==> src/rtl/ilk_pkg.sv <==
// Shared types for the load-use interlock.
// Assumes a three-bit class code fixed by the decoder.
package ilk_pkg;

    typedef enum logic [2:0] {
        ILK_ALU    = 3'd0,
        ILK_LOAD   = 3'd1,
        ILK_STORE  = 3'd2,
        ILK_BRANCH = 3'd3,
        ILK_MUL    = 3'd4,
        ILK_LR     = 3'd5,
        ILK_SC     = 3'd6,
        ILK_AMO    = 3'd7
    } ilk_cls_e;

    // Class whose result only exists at the end of stage 3
    function automatic logic ilk_is_late(input ilk_cls_e c);
        return (c == ILK_LOAD) || (c == ILK_MUL) || (c == ILK_LR) || (c == ILK_AMO);
    endfunction

    // Class whose second source is store data consumed in stage 3
    function automatic logic ilk_rs2_is_data(input ilk_cls_e c);
        return (c == ILK_STORE) || (c == ILK_SC);
    endfunction

    // Exclusive bus access that must not follow another one back to back
    function automatic logic ilk_is_excl(input ilk_cls_e c);
        return (c == ILK_LR) || (c == ILK_SC);
    endfunction

endpackage

==> src/rtl/ilk_s3_track.sv <==
// Stage-3 record: holds what the interlock needs to know about the
// instruction now in stage 3. Assumes the pipeline advances every cycle
// unless bubble_i is high, in which case stage 3 receives a NOP.
module ilk_s3_track
    import ilk_pkg::*;
#(
    parameter int AW = 5
) (
    input  logic          clk,
    input  logic          rst_n,
    input  logic          bubble_i,
    input  logic          s2_valid_i,
    input  ilk_cls_e      s2_cls_i,
    input  logic [AW-1:0] s2_rd_i,
    input  logic          s2_rd_we_i,
    output logic          s3_valid_o,
    output ilk_cls_e      s3_cls_o,
    output logic [AW-1:0] s3_rd_o,
    output logic          s3_rd_we_o
);

    // Capture stage 2 on advance, load an empty slot on a bubble
    always_ff @(posedge clk) begin
        if (!rst_n || bubble_i || !s2_valid_i) begin
            s3_valid_o <= 1'b0;
            s3_cls_o   <= ILK_ALU;
            s3_rd_o    <= '0;
            s3_rd_we_o <= 1'b0;
        end else begin
            s3_valid_o <= 1'b1;
            s3_cls_o   <= s2_cls_i;
            s3_rd_o    <= s2_rd_i;
            s3_rd_we_o <= s2_rd_we_i;
        end
    end

endmodule

==> src/rtl/ilk_src_match.sv <==
// One source-operand comparator: flags a dependency of a stage-2 operand
// on a late result in stage 3. Assumes the caller has already qualified
// the producer (valid, late class, writes a non-zero register).
module ilk_src_match #(
    parameter int AW = 5
) (
    input  logic          late_wr_i,
    input  logic [AW-1:0] late_rd_i,
    input  logic [AW-1:0] src_i,
    input  logic          used_i,
    input  logic          exempt_i,
    output logic          hit_o
);

    // Match only when the operand is read in stage 2
    always_comb begin
        hit_o = late_wr_i && used_i && !exempt_i && (src_i == late_rd_i);
    end

endmodule

==> src/rtl/ilk_excl_guard.sv <==
// Exclusive-access guard: flags an exclusive or atomic access that would
// follow an exclusive access in stage 3 without a gap on the bus.
module ilk_excl_guard
    import ilk_pkg::*;
(
    input  logic     s3_valid_i,
    input  ilk_cls_e s3_cls_i,
    input  ilk_cls_e s2_cls_i,
    output logic     excl_hit_o
);

    // Any load-reserved, store-conditional or atomic behind LR/SC collides
    always_comb begin
        excl_hit_o = s3_valid_i && ilk_is_excl(s3_cls_i) &&
                     (ilk_is_excl(s2_cls_i) || (s2_cls_i == ILK_AMO));
    end

endmodule

==> src/rtl/ilk_loaduse_interlock.sv <==
// Load-use and exclusive-access interlock for a short in-order pipeline.
// Compares stage-2 sources against the late-result destination tracked for
// stage 3 and requests a one-cycle bubble when needed. Assumes operands are
// read in stage 2, store data in stage 3, and no other stall source exists.
module ilk_loaduse_interlock
    import ilk_pkg::*;
#(
    parameter int AW   = 5,
    parameter int NSRC = 2
) (
    input  logic          clk,
    input  logic          rst_n,
    input  logic          s2_valid,
    input  logic [2:0]    s2_cls,
    input  logic [AW-1:0] s2_rd,
    input  logic          s2_rd_we,
    input  logic [AW-1:0] s2_rs1,
    input  logic          s2_rs1_used,
    input  logic [AW-1:0] s2_rs2,
    input  logic          s2_rs2_used,
    output logic          stall_front,
    output logic          bubble_s3
);

    localparam logic [AW-1:0] ZERO_REG = '0;

    ilk_cls_e      cls2;
    logic          s3_valid;
    ilk_cls_e      s3_cls;
    logic [AW-1:0] s3_rd;
    logic          s3_rd_we;
    logic          late_wr;
    logic          excl_hit;
    logic          need_bubble;
    logic [AW-1:0] src_idx  [NSRC];
    logic          src_used [NSRC];
    logic [NSRC-1:0] src_hit;

    // Decode the class field into the shared type
    always_comb cls2 = ilk_cls_e'(s2_cls);

    ilk_s3_track #(.AW(AW)) u_s3 (
        .clk        (clk),
        .rst_n      (rst_n),
        .bubble_i   (need_bubble),
        .s2_valid_i (s2_valid),
        .s2_cls_i   (cls2),
        .s2_rd_i    (s2_rd),
        .s2_rd_we_i (s2_rd_we),
        .s3_valid_o (s3_valid),
        .s3_cls_o   (s3_cls),
        .s3_rd_o    (s3_rd),
        .s3_rd_we_o (s3_rd_we)
    );

    // Qualify stage 3 as a producer of a late, non-zero result
    always_comb begin
        late_wr = s3_valid && s3_rd_we && ilk_is_late(s3_cls) && (s3_rd != ZERO_REG);
    end

    // Gather operand fields so one comparator per source can be generated
    always_comb begin
        src_idx[0]  = s2_rs1;
        src_used[0] = s2_rs1_used;
        src_idx[1]  = s2_rs2;
        src_used[1] = s2_rs2_used;
    end

    for (genvar g = 0; g < NSRC; g++) begin : g_src
        logic exempt;
        // Only the second operand of a store-type access may be store data
        always_comb exempt = (g == 1) && ilk_rs2_is_data(cls2);

        ilk_src_match #(.AW(AW)) u_match (
            .late_wr_i (late_wr),
            .late_rd_i (s3_rd),
            .src_i     (src_idx[g]),
            .used_i    (src_used[g]),
            .exempt_i  (exempt),
            .hit_o     (src_hit[g])
        );
    end

    ilk_excl_guard u_excl (
        .s3_valid_i (s3_valid),
        .s3_cls_i   (s3_cls),
        .s2_cls_i   (cls2),
        .excl_hit_o (excl_hit)
    );

    // Combine hazard sources for a valid stage-2 instruction
    always_comb begin
        need_bubble = s2_valid && ((|src_hit) || excl_hit);
        stall_front = need_bubble;
        bubble_s3   = need_bubble;
    end

endmodule

==> config.mk <==
export PLATFORM = sky130hd
export DESIGN_NAME = ilk_loaduse_interlock
export DESIGN_NICKNAME = d
export VERILOG_FILES = /design/src/rtl/ilk_pkg.sv /design/src/rtl/ilk_s3_track.sv /design/src/rtl/ilk_src_match.sv /design/src/rtl/ilk_excl_guard.sv /design/src/rtl/ilk_loaduse_interlock.sv
export SDC_FILE = /design/constraint.sdc
export NUM_CORES = 1
export LEC_CHECK = 0
export CELL_PAD_IN_SITES_DETAIL_PLACEMENT = 1
export CELL_PAD_IN_SITES_GLOBAL_PLACEMENT = 1
export CORE_AREA = 3 3 40 42
export DETAILED_ROUTE_END_ITERATION = 7
export DIE_AREA = 0 0 43 45
export DONT_BUFFER_PORTS = 1
export PLACE_DENSITY = 0.83
export SETUP_SLACK_MARGIN = 0.3
export SLEW_MARGIN = 40
export SYNTH_ARGS = -nofsm -noshare
export SYNTH_HDL_FRONTEND = slang
export SYNTH_SLANG_ARGS = --single-unit
==> constraint.sdc <==
create_clock -name clk -period 3.5 [get_ports clk]
set_input_delay 0 -clock clk [delete_from_list [all_inputs] [get_ports clk]]
set_output_delay 0 -clock clk [all_outputs]
set_load 0.01 [all_outputs]
==> reports/results.ini <==
[finish]
layout_commonest_cell=dfxtp_1
utilization_pct=52.6
area_growth_pct=19.2
design_area_um2=676
fin_cells=79
final_nets=90
final_cell_mix=dfxtp_1 (10), xor2_1 (9), inv_1 (9), a211oi_2 (9), dlygate4sd3_1 (9)
num_antenna_cells=0
drive_gt1_share_pct=25.0

[run_status]
status=completed

[synthesis]
syn_avg_cell_area_um2=10.3
synth_edf_count=0
synth_seq_cells=10
ys_seq_area_share_pct=35.3
synth_cell_type_count=20
synth_flop_cell=dfxtp_1
ys_async_sr_fraction_pct=0
yosys_warnings=0
syn_nets=79
syn-instance-count=55
syn_area_um2=567

[floorplan]
die_x_um=43
rows=13
io_pins=26
initial_core_util_pct=44.1
die_height_um=45
core_area_mm2=0.00128
dieArea_mm2=0.00194

[clock_tree]
cts_made_buffers=3
path_clk_slew_ns=0.06
cts_buffer_depth=2
clk_latency_ns=0.26
root_buffer=clkbuf_4
h-tree-depth=1
cts_tree=done
clock_sinks=10

[setup_path]
cp.arrival_ns=2.13
rr_worst_depth=5
crit_start=u_s3.s3_rd_o[2]
crit_slowest_cell=o21ai_2
crit_type=flop to output pin
startpoint_type=flop
r2r-start=u_s3.s3_rd_o[2]
worstPathCellList=xor2_1 -> nor4_1 -> a32oi_1 -> o21ai_2 -> and3_1
end_kind=output pin
max_stage_delay_ns=0.55
path_max_fanout=11
critPathRequiredTime_ns=3.50

[timing]
hold_viol=0
setup_viol=0
slew_violations=0
slew-limit-headroom_pct=57.3
fin_crit_sh_pct=60.8
fmax_mhz=470
setup-tns-final_ns=0
worst_pin_slew_ns=0.640
skew_ns=0.00117
period_needed_ns=2.13
rsz0062_at_grt=false

[detailed_routing]
wl_per_cell_um=15.8
drc_errors=0
drtIter0Drc=0
vias=428
postRouteAntennaNets=0
routed_via_density=5.42
wl_um=1250
first_pass_iters=1

[pwr]
ir_drop_uv=153
power.leakage_nw=0.286
power_density_mw_per_mm2=347

[placement]
port-buffer-count=0
gp_congestion=0.810
post_dp_cell_area_um2=563
place_inst=67
dp_hpwl_um=940

[worst_hold_path]
min_path_type=primary input to flop
holdCritStartpoint=s2_valid
hold_depth=2

[grt]
antenna_found_initial=0
grt_pass1_vias=457
grt_max_degree=12
grt_usage_pct=14.9
grt_overflow=0
grt_pass1_wl_um=2030

[flow_run]
cap_viol_max_count=0

[cells by family (layout without fill, tap and decap cells)]
group,Yosys count,count (layout),synth area share [%]
AOI/OAI and AO/OA,15,15,29.4
buffers and inverters,13,22,10.6
xor gates and xnor gates,11,11,17.0
DFF,10,10,35.3
and+or+nand+nor,5,5,5.96
adders and majority gates,1,1,1.77
[critical path, delay by kind of cell, from the launching register on]
| family | cells | cell delay [ns] |
|---|---|---|
| AO/OA/AOI/OAI | 2 | 0.71 |
| XOR/XNOR | 1 | 0.17 |
| flip-flops | 1 | 0.35 |
| AND/OR/NAND/NOR | 2 | 0.64 |
[worst paths after layout]
path	to	slack, ns
max	stall_front	1.37
max reg2reg	u_s3.s3_rd_o[1]	1.72
min reg2reg	u_s3.s3_valid_o	0.70
min	u_s3.s3_rd_we_o	0.20
[synth_stat cells (2+ instances only)]
cell,number,area (µm²)
xnor2_1,2,17.5
a211oi_2,9,113
dfxtp_1,10,200
xor2_1,9,78.8
nor4_1,2,12.5
inv_1,9,33.8
[power by group]
part / internal, mW / total (mW) / leakage [nW] / switching, mW
combinational: 0.0194 / 0.0330 / 0.190 / 0.0136
clock: 0.0396 / 0.0766 / 0.0138 / 0.0370
sequential: 0.119 / 0.125 / 0.0823 / 0.00649
total: 0.178 / 0.235 / 0.286 / 0.0571
[per-stage QoR]
stage                     worst slack [ns]  hold slack [ns]  power (mW)
after floorplan                       2.02            0.124       0.148
after global placement                1.69            0.133       0.151
after detailed placement              1.65            0.132       0.153
after CTS                             1.35            0.204       0.238
after global routing                  1.11            0.227       0.247
final                                 1.37            0.201       0.235
[metal layers]
| metal | vias up | GRT usage (%) | share of wire, % |
|---|---|---|---|
| li1 | 209 | - | - |
| met1 | 197 | 14.0 | 36 |
| met2 | 20 | 28.1 | 55 |
| met3 | 2 | 4.78 | 7.5 |
| met4 | 0 | 9.04 | 1.4 |
| met5 | - | 0 | 0 |
[layout make-up]
cell class / count / area, µm²
flip-flops and latches: 10 / 200
multi-input cells: 32 / 307
well taps: 15 / 18.8
inverters: 10 / 37.5
fillers: 139 / 609
clock buffers: 3 / 22.5
repair buffers: 9 / 90.1
[what timing repair did]
item                                   CTS  global route
buffers inserted                         0             0
endpoints found under the hold margin    9             0
gates resized for setup                  0             0
hold buffers                             9             0
[registers in the layout (all words and copies together) (netlist names)]
name and cells:
u_s3.s3_valid_o 1, u_s3.s3_cls_o 3, u_s3.s3_rd_o 5, u_s3.s3_rd_we_o 1
(Power assumes the default switching activity.)
